File: config.mk
export PLATFORM = sky130hd
export DESIGN_NAME = evtagg_top
export DESIGN_NICKNAME = d
export VERILOG_FILES = /design/src/rtl/evtagg_pkg.sv /design/src/rtl/evtagg_ctrl.sv /design/src/rtl/evtagg_datapath.sv /design/src/rtl/evtagg_top.sv
export SDC_FILE = /design/constraint.sdc
export NUM_CORES = 1
export LEC_CHECK = 0
export BUFFER_PORTS_ARGS = -buffer_cell sky130_fd_sc_hd__buf_2
export CELL_PAD_IN_SITES_DETAIL_PLACEMENT = 1
export CELL_PAD_IN_SITES_GLOBAL_PLACEMENT = 1
export CORE_UTILIZATION = 45
export CTS_CLUSTER_SIZE = 8
export DETAILED_ROUTE_END_ITERATION = 16
export GPL_ROUTABILITY_DRIVEN = 0
export PLACE_DENSITY_LB_ADDON = 0.1
export SYNTH_ARGS = -nofsm -noshare
export SYNTH_HDL_FRONTEND = slang
export SYNTH_SLANG_ARGS = --single-unit
File: constraint.sdc
create_clock -name clk -period 3.2 [get_ports clk]
set_input_delay 0.16 -clock clk [delete_from_list [all_inputs] [get_ports clk]]
set_output_delay 0.16 -clock clk [all_outputs]
set_load 0.005 [all_outputs]
File: src/rtl/evtagg_pkg.sv
`timescale 1ns/1ps
package evtagg_pkg;
  localparam int EVT_WORDS = 3;
  localparam int WORD_W    = 32;
  localparam int IRQ_LINES = 3;
  localparam int ADDR_W    = 8;
  localparam int WSEL_W    = $clog2(EVT_WORDS);
  localparam int GSEL_W    = $clog2(IRQ_LINES);

  typedef enum logic [1:0] {
    RD_NONE   = 2'd0,
    RD_STATUS = 2'd1,
    RD_MASK   = 2'd2,
    RD_PEND   = 2'd3
  } rdsel_e;

  // Strobes from decode control to the datapath
  typedef struct packed {
    logic [EVT_WORDS-1:0]           clrStatus;
    logic [IRQ_LINES*EVT_WORDS-1:0] wrMask;
    rdsel_e                         rdSel;
    logic [GSEL_W-1:0]              rdGroup;
    logic [WSEL_W-1:0]              rdWord;
  } strobe_t;
endpackage

File: src/rtl/evtagg_ctrl.sv
`timescale 1ns/1ps
module evtagg_ctrl
  import evtagg_pkg::*;
#(
  parameter int NW = EVT_WORDS,
  parameter int NL = IRQ_LINES,
  parameter int AW = ADDR_W
) (
  input  logic [AW-1:0] busAddr,
  input  logic          busWrEn,
  output strobe_t       strb
);
  localparam int REG_W    = AW - 4;
  localparam int PEND_REG = NL + 1;

  logic [REG_W-1:0] region;
  logic [1:0]       sub;
  logic             aligned;

  assign region  = busAddr[AW-1:4];
  assign sub     = busAddr[3:2];
  assign aligned = (busAddr[1:0] == 2'b00);

  always_comb begin
    strb       = '0;
    strb.rdSel = RD_NONE;
    if (aligned) begin
      if (int'(region) == 0) begin
        if (int'(sub) < NW) begin
          strb.rdSel  = RD_STATUS;
          strb.rdWord = WSEL_W'(sub);
          strb.clrStatus[sub] = busWrEn;
        end
      end else if (int'(region) <= NL) begin
        if (int'(sub) < NW) begin
          strb.rdSel   = RD_MASK;
          strb.rdWord  = WSEL_W'(sub);
          strb.rdGroup = GSEL_W'(int'(region) - 1);
          strb.wrMask[(int'(region) - 1) * NW + int'(sub)] = busWrEn;
        end
      end else if (int'(region) == PEND_REG) begin
        if (int'(sub) < NL) begin
          strb.rdSel   = RD_PEND;
          strb.rdGroup = GSEL_W'(sub);
        end
      end
    end
  end
endmodule

File: src/rtl/evtagg_datapath.sv
`timescale 1ns/1ps
module evtagg_datapath
  import evtagg_pkg::*;
#(
  parameter int NW = EVT_WORDS,
  parameter int NL = IRQ_LINES,
  parameter int WW = WORD_W
) (
  input  logic              clk,
  input  logic              rstN,
  input  strobe_t           strb,
  input  logic [WW-1:0]     busWrData,
  input  logic [NW*WW-1:0]  evtIn,
  output logic [WW-1:0]     busRdData,
  output logic [NL-1:0]     irqOut,
  output logic [NW*WW-1:0]  statusVec,
  output logic [NL*NW*WW-1:0] maskFlat
);
  localparam int EVT_N = NW * WW;
  localparam int IDX_W = $clog2(EVT_N);

  logic [EVT_N-1:0] statusQ;
  logic [EVT_N-1:0] clrVec;
  logic [EVT_N-1:0] maskQ   [NL];
  logic [EVT_N-1:0] masked  [NL];
  logic [IDX_W:0]   pendIdx [NL];

  function automatic logic [IDX_W:0] lowestSet(input logic [EVT_N-1:0] v);
    logic [IDX_W:0] r;
    r = '0;
    for (int i = EVT_N - 1; i >= 0; i--) begin
      if (v[i]) r = {1'b1, IDX_W'(i)};
    end
    return r;
  endfunction

  // Clear vector from acknowledging writes
  for (genvar w = 0; w < NW; w++) begin : g_clr
    assign clrVec[w*WW +: WW] = strb.clrStatus[w] ? busWrData : '0;
  end

  // Sticky status: a new event overrides a same-cycle clear
  always_ff @(posedge clk or negedge rstN) begin
    if (!rstN) statusQ <= '0;
    else       statusQ <= (statusQ & ~clrVec) | evtIn;
  end

  for (genvar g = 0; g < NL; g++) begin : g_line
    for (genvar w = 0; w < NW; w++) begin : g_word
      always_ff @(posedge clk or negedge rstN) begin
        if (!rstN)                    maskQ[g][w*WW +: WW] <= '0;
        else if (strb.wrMask[g*NW+w]) maskQ[g][w*WW +: WW] <= busWrData;
      end
    end
    assign masked[g]  = statusQ & maskQ[g];
    assign irqOut[g]  = |masked[g];
    assign pendIdx[g] = lowestSet(masked[g]);
    assign maskFlat[g*EVT_N +: EVT_N] = maskQ[g];
  end

  assign statusVec = statusQ;

  always_comb begin
    busRdData = '0;
    unique case (strb.rdSel)
      RD_STATUS: busRdData = statusQ[int'(strb.rdWord)*WW +: WW];
      RD_MASK:   busRdData = maskQ[strb.rdGroup][int'(strb.rdWord)*WW +: WW];
      RD_PEND:   busRdData = WW'(pendIdx[strb.rdGroup]);
      default:   busRdData = '0;
    endcase
  end
endmodule

File: src/rtl/evtagg_top.sv
`timescale 1ns/1ps
module evtagg_top
  import evtagg_pkg::*;
#(
  parameter int NW = EVT_WORDS,
  parameter int NL = IRQ_LINES,
  parameter int WW = WORD_W,
  parameter int AW = ADDR_W
) (
  input  logic            clk,
  input  logic            rstN,
  input  logic [NW*WW-1:0] evtIn,
  input  logic [AW-1:0]   busAddr,
  input  logic            busWrEn,
  input  logic [WW-1:0]   busWrData,
  output logic [WW-1:0]   busRdData,
  output logic [NL-1:0]   irqOut
);
  strobe_t              strb;
  logic [NW*WW-1:0]     statusVec;
  logic [NL*NW*WW-1:0]  maskFlat;

  evtagg_ctrl #(.NW(NW), .NL(NL), .AW(AW)) u_ctrl (
    .busAddr (busAddr),
    .busWrEn (busWrEn),
    .strb    (strb)
  );

  evtagg_datapath #(.NW(NW), .NL(NL), .WW(WW)) u_dp (
    .clk       (clk),
    .rstN      (rstN),
    .strb      (strb),
    .busWrData (busWrData),
    .evtIn     (evtIn),
    .busRdData (busRdData),
    .irqOut    (irqOut),
    .statusVec (statusVec),
    .maskFlat  (maskFlat)
  );
endmodule

After elaboration in Yosys (flattened, before gate mapping)
Cells that the tools add are included.

operators by class
  add/subtract/negate cells = 2
  multipliers = 1
  $lt $le $gt $ge = 7
  equality and inequality tests = 4
  shift-type cells = 2
  mux-type cells = 317
  bitwise operators = 9
  reductions and logical operators = 7

operators with widths
  kind                                                                                   number
  8-bit 2-to-1 mux                                                                       290
  96-bit AND                                                                             4
  96-bit OR reduction                                                                    3
  96-bit binary-select mux with 2-bit select                                             1
  96-bit 2-to-1 mux                                                                      2
  96-bit by 8-bit variable part select with 32-bit output                                2
  32-bit 2-to-1 mux                                                                      3
  96-bit inverter                                                                        1
  96-bit bitwise OR                                                                      1
  32-bit case mux with 3 select lines                                                    1
  32-bit by 3-bit adder with 32-bit output                                               1
  32-bit by 1-bit greater-or-equal comparator with 1-bit output (second input constant)  1
  32-bit by 6-bit less-than comparator with 1-bit output (second input constant)         1
  32-bit by 3-bit multiplier with 32-bit output (second input constant)                  1
  18-bit 2-to-1 mux                                                                      1
  9-bit 2-to-1 mux                                                                       2
  8-bit binary-select mux with 2-bit select                                              1
  15-bit 2-to-1 mux                                                                      1
  4-bit 2-to-1 mux                                                                       3
  2-bit 2-to-1 mux                                                                       5
  9-bit AND                                                                              1
  3-bit 2-to-1 mux                                                                       2
  4-bit by 1-bit subtractor with 5-bit output (second input constant)                    1
  1-bit demux with 4-bit select                                                          1
  other kinds (15)                                                                       19

word-level totals
  register bits = 384
  word-level logic and storage cells = 359

Depth between registers and ports, before layout
  depth after elaboration = 101
  gate-level depth with buffers = 23
  gate-level depth less buffers = 20

By module
A second synthesis with hierarchy kept.

unflattened totals
  cell total of the unflattened synthesis = 2369
  area total of the unflattened synthesis = 24003.0 µm²

by module, submodules not included
  module           instances  cells an instance  area each (µm²)
  evtagg_datapath  1          2283               23286.1
  evtagg_ctrl      1          86                 716.9

Worst setup path before layout
Ideal clock, no wire load.

  path type = in2reg
  from = input port busAddr[4]
  to = register u_dp.maskQ, in the netlist u_dp.maskFlat[10]
  library setup time = 128 ps
  arrival = 4490 ps
  required time = 3072 ps
  path slack = -1417 ps
  cell stages on the path = 23
  cell sequence = inv_1 ha_1 clkbuf_1 xor2_1 ha_1 inv_1 fa_1 inv_1 ha_1 o21ai_0 a21oi_1 o21ai_0 ha_1 nand4b_1 nor4_1 nand3_1 nor2_1 o21ai_1 nand4bb_1 or4_1 clkbuf_1 buf_2 mux2_1

between the ends
  longest elaborated chain between the ends = 12

RTL lines
  item                                                                                                                                                                  RTL line               text
  from (decl)                                                                                                                                                           evtagg_top.sv:13       input logic [AW-1:0] busAddr,
  4-bit by 1-bit subtractor with 5-bit output                                                                                                                           n/a
  32-bit by 3-bit multiplier with 32-bit output                                                                                                                         evtagg_ctrl.sv:39      strb.wrMask[(int'(region) - 1) * NW + int'(sub)] = busWrEn;
  32-bit by 3-bit adder with 32-bit output                                                                                                                              evtagg_ctrl.sv:39
  32-bit by 1-bit greater-or-equal comparator with 1-bit output (not written as such) / 32-bit by 6-bit less-than comparator with 1-bit output (equally long branches)  evtagg_ctrl.sv:39
  1-bit logical AND (not written as such)                                                                                                                               evtagg_ctrl.sv:39
  1-bit 2-to-1 mux (not written as such)                                                                                                                                evtagg_ctrl.sv:39
  1-bit demux with 4-bit select                                                                                                                                         n/a
  9-bit AND (no source line)                                                                                                                                            n/a
  15-bit 2-to-1 mux                                                                                                                                                     evtagg_ctrl.sv:35      if (int'(sub) < NW) begin
  9-bit 2-to-1 mux                                                                                                                                                      evtagg_ctrl.sv:34      end else if (int'(region) <= NL) begin
  9-bit 2-to-1 mux (*)                                                                                                                                                  evtagg_ctrl.sv:28      if (int'(region) == 0) begin
  18-bit 2-to-1 mux (*)                                                                                                                                                 evtagg_ctrl.sv:27      if (aligned) begin
  to (signal, indexed assignment)                                                                                                                                       evtagg_datapath.sv:52  else if (strb.wrMask[g*NW+w]) maskQ[g][w*WW +: WW] <= busWrData;
  to (decl)                                                                                                                                                             evtagg_datapath.sv:24  logic [EVT_N-1:0] maskQ [NL];

Mark *: on every way between the ends. The rest lies on a longest branch, timed or not.
A chain may end at the register's enable or synchronous reset.

Worst setup path in the final report
  from = input port busAddr[5]
  to = register u_dp.maskQ, in the netlist u_dp.maskFlat[155]

The elaborated chain is that of the path after synthesis.

==> summary.md <==
| Metric | Value |
|---|---|
| Run status | finished, violations left |
| Failing checks | negative setup slack |
| RSZ-0062 raised after global routing | yes |
| Hold crit path type | in2reg |
| Area grow syn2layout | 32.4% |
| Max Freq | 0.231 GHz |
| Share of the synthesized area in the top cell type | 40.4% |
| Max_slew headroom | 43.1% |
| Filler cell count | 5754 |
| Total GRT Usage | 44.9% |
| Most frequent cells in the layout | nand2_1 (438), dfrtp_1 (384), buf_4 (295) |
| Final Critical Period | 4.33 ns |
| CP most frequent cell | o21ai_2 |
| Initial Util | 46.0% |
| Endpoints failing hold | 0 |
| Period utilization | 135% |
| CTS Buffer Depth | 3 |
| Synth Cell Area | 23800 µm² |
| Initial antenna violation count | 4 |
| Clk_lat worst skew | 0.63 ns |
| Die X | 232 µm |
| Asr flop ratio synth | 100% |
| Setup CP Type | in2reg |
| Synthesized instance count | 2589 |
| Synthesis-stage register bit count | 384 |
| CTS tree | yes |
| Die height | 232 µm |
| Max-Cap Viols | 0 |
| Detailed placer's ending HPWL | 84.4 mm |
| Synthesized Nets | 2756 |
| Yosys top cell by area | dfrtp_1 |
| Final setup viols | 315 |
| H-tree depth | 2 |
| Post-Layout Cell Count | 3771 |
| Reg clk slew, reported paths | 0.05 ns |
| Primary FF master, synth | dfrtp_1 |
| Crit-path cells | buf_6, nor3_4, xor2_2, ha_4, inv_2, fa_1, inv_2, ha_4, o21ai_2, a21oi_4, o21ai_2, ha_1, nand4b_1, nor4_4, nand3_1, nor2_1, o21ai_2, buf_4, nor4b_2, buf_4, buf_6, nand2_8, buf_12, mux2_2 |
| Total core area | 51700 µm² |
| Synthesis Warnings | 0 |
| VDD IR-drop max | 0.000374 V |
| First-pass GRT wire length | 178 mm |
| Crit Reg-Reg Endpoint | u_dp.statusVec[15]$_DFF_PN0_ |
| DP Cell Count | 3536 |
| Worst Setup Start Kind | input pin |
| Commonest non-fill, non-tap cell in the layout | nand2_1 |
| Critical Path RT | 3.69 ns |
| Number of port buffers | 173 |
| Avg Vias per Cell | 6.93 |
| Post-route setup slack | -1.13 ns |
| DRT Pass-1 Iters | 6 |
| Rows | 83 |
| Clk_skew | 0 ns |
| Largest net degree at the start of global routing | 86 |
| Yosys cell types | 84 |
| Num CTS Buffers | 54 |
| Share of post-route cells with drive strength above 1 | 29.7% |
| Top cells by area, synth | dfrtp_1 (40%), mux2_2 (11%), nand2_1 (7.0%), a22oi_1 (5.0%), mux2_1 (3.2%) |
| Register area share after synthesis | 40.4% |
| Reg2Reg Depth | 3 |
| Ports | 174 |
| Vias | 26.1k |
| Actual transition at the worst max-transition pin | 0.854 ns |
| Power Density | 421 nW/µm² |
| Antenna-violating nets left | 0 |
| Hold path depth | 3 |
| Setup crit end kind | register |
| Arrival time at the worst endpoint | 4.82 ns |
| R2r startpoint | u_dp.statusVec[15]$_DFF_PN0_ |
| Iter 0 DRT Violations | 3652 |
| Worst reg-to-reg setup slack | 1.67 ns |
| Drc violations | 0 |
| GR Overflow Total | 0 |
| Capture endpoint of the worst hold path | u_dp.statusVec[24]$_DFF_PN0_ |
| CP max stage cell | fa_1 |
| Post-synth EDFFs | 0 |
| Die ar. | 53700 µm² |
| Slowest cell delay on critical path | 0.59 ns |
| Pleak | 0.0142 µW |
| Worst-path maximum fanout | 6 |
| Max Slew Vio Count | 0 |
| Total Neg Setup Slack | -292.38 ns |
| Mean Syn Cell Area | 9.18 µm² |
| Vias in the first global route | 26.7k |
| # nets final | 3253 |
| Drt wl/cell | 32.8 µm |
| Root Buffer | clkbuf_16 |
| Routed WL | 124 mm |
| Pre-CTS WS | -1.73 ns |
| Hold_sp | busWrData[24] |
| Num Clock Sinks | 384 |
timing repair:
action | CTS | global route
hold buffers | 139 | 1
pin swaps | 3 | 17
cloned | 10 | 4
setup endpoints to repair | 305 | 321
hold endpoints to repair | 163 | 1
setup buffers | 9 | 11
gates resized for setup | 63 | 37
cell families (layout without fill, tap and decap cells):
logic type / Yosys count / in the layout / share of synthesized area, %
compound gates: 804 / 804 / 23.6
buf+inv: 244 / 744 / 4.21
xor+xnor: 5 / 5 / 0.184
simple gates: 799 / 799 / 14.8
fa+ha+maj: 28 / 28 / 1.54
mux: 325 / 325 / 15.2
other cells: 0 / 2 / 0
flops: 384 / 384 / 40.4
how the worst max path moves through the flow:
stage	slack (ns)	to	start	cells after the start
finish	-1.13	u_dp.maskFlat[155]$_DFFE_PN0P_	busAddr[5]	24
global route	-1.17	u_dp.maskFlat[25]$_DFFE_PN0P_	busAddr[5]	21
CTS	-0.81	u_dp.maskFlat[26]$_DFFE_PN0P_	busAddr[4]	21
detailed placement	-1.73	u_dp.maskFlat[21]$_DFFE_PN0P_	busAddr[4]	21
global placement	-1.37	u_dp.maskFlat[13]$_DFFE_PN0P_	busAddr[4]	22
floorplan	-1.04	u_dp.maskFlat[12]$_DFFE_PN0P_	busAddr[4]	23
layer usage:
| metal | GRT usage, % | part of all wire [%] | vias to the layer above |
|---|---|---|---|
| li1 | - | - | 10600 |
| met4 | 27.0 | 7.5 | 2 |
| met2 | 69.2 | 44 | 1928 |
| met5 | 0 | 0.0065 | - |
| met1 | 56.8 | 38 | 13100 |
| met3 | 11.0 | 11 | 535 |
synthesized netlist by cell type, drive strengths merged (6+ instances only):
cell type,count
nor4,16
inv,24
a21boi,11
a221oi,12
a22o,47
and2,9
a222oi,8
a31oi,28
a32o,32
a211oi,9
a21oi,134
o211ai,35
nor2b,8
mux2,292
nand3,74
nand4,30
nor2,127
dfrtp,384
ha,26
a311oi,8
o22ai,21
a21o,100
nand2b,14
a22oi,158
o2111ai,10
nor3,33
nor3b,6
clkbuf,176
mux2i,33
o21ai,132
or3,7
nand2,442
buf,44
and3,9
a32oi,19
a2111oi,11
per-stage QoR:
step	power, µW	hold slack [ns]	instance area [µm²]	util [%]
4_1_cts	12900	0.0000996	31100	60.2
2_1_floorplan	6300	-0.136	24200	-
5_1_grt	13500	0.00382	31500	60.8
6_report	13300	0.00555	31500	60.8
3_5_place_dp	7660	0.178	27700	53.5
3_3_place_gp	7600	0.168	27700	53.5
layout make-up:
class	instances	area, µm²	area share (%)
diodes	2	5.00	0.0159
clock buffers	57	1360	4.33
clock inverters	2	23.8	0.0756
inverters	24	108	0.342
multi-input cells	1961	13800	44.0
flip-flops and latches	384	9610	30.5
well taps	680	851	2.70
repair buffers	661	5660	18.0
report_power, final:
part	internal [µW]	switching, µW	leakage, µW
logic	1180	1830	0.00864
registers	4940	101	0.00486
clock network	2950	2240	0.000676
registers in the layout, indices dropped and copies added, names as in the netlist:
signal          flops
u_dp.maskFlat     288
u_dp.statusVec     96
worst max-delay path: cells and delay by family:
kind	cells	cell delay, ns
compound gates	4	0.47
xor+xnor	1	0.25
fa+ha+maj	4	1.37
buf+inv	7	0.95
mux	1	0.30
simple gates	7	1.29
Note: power is estimated with default switching activity, not from simulation.
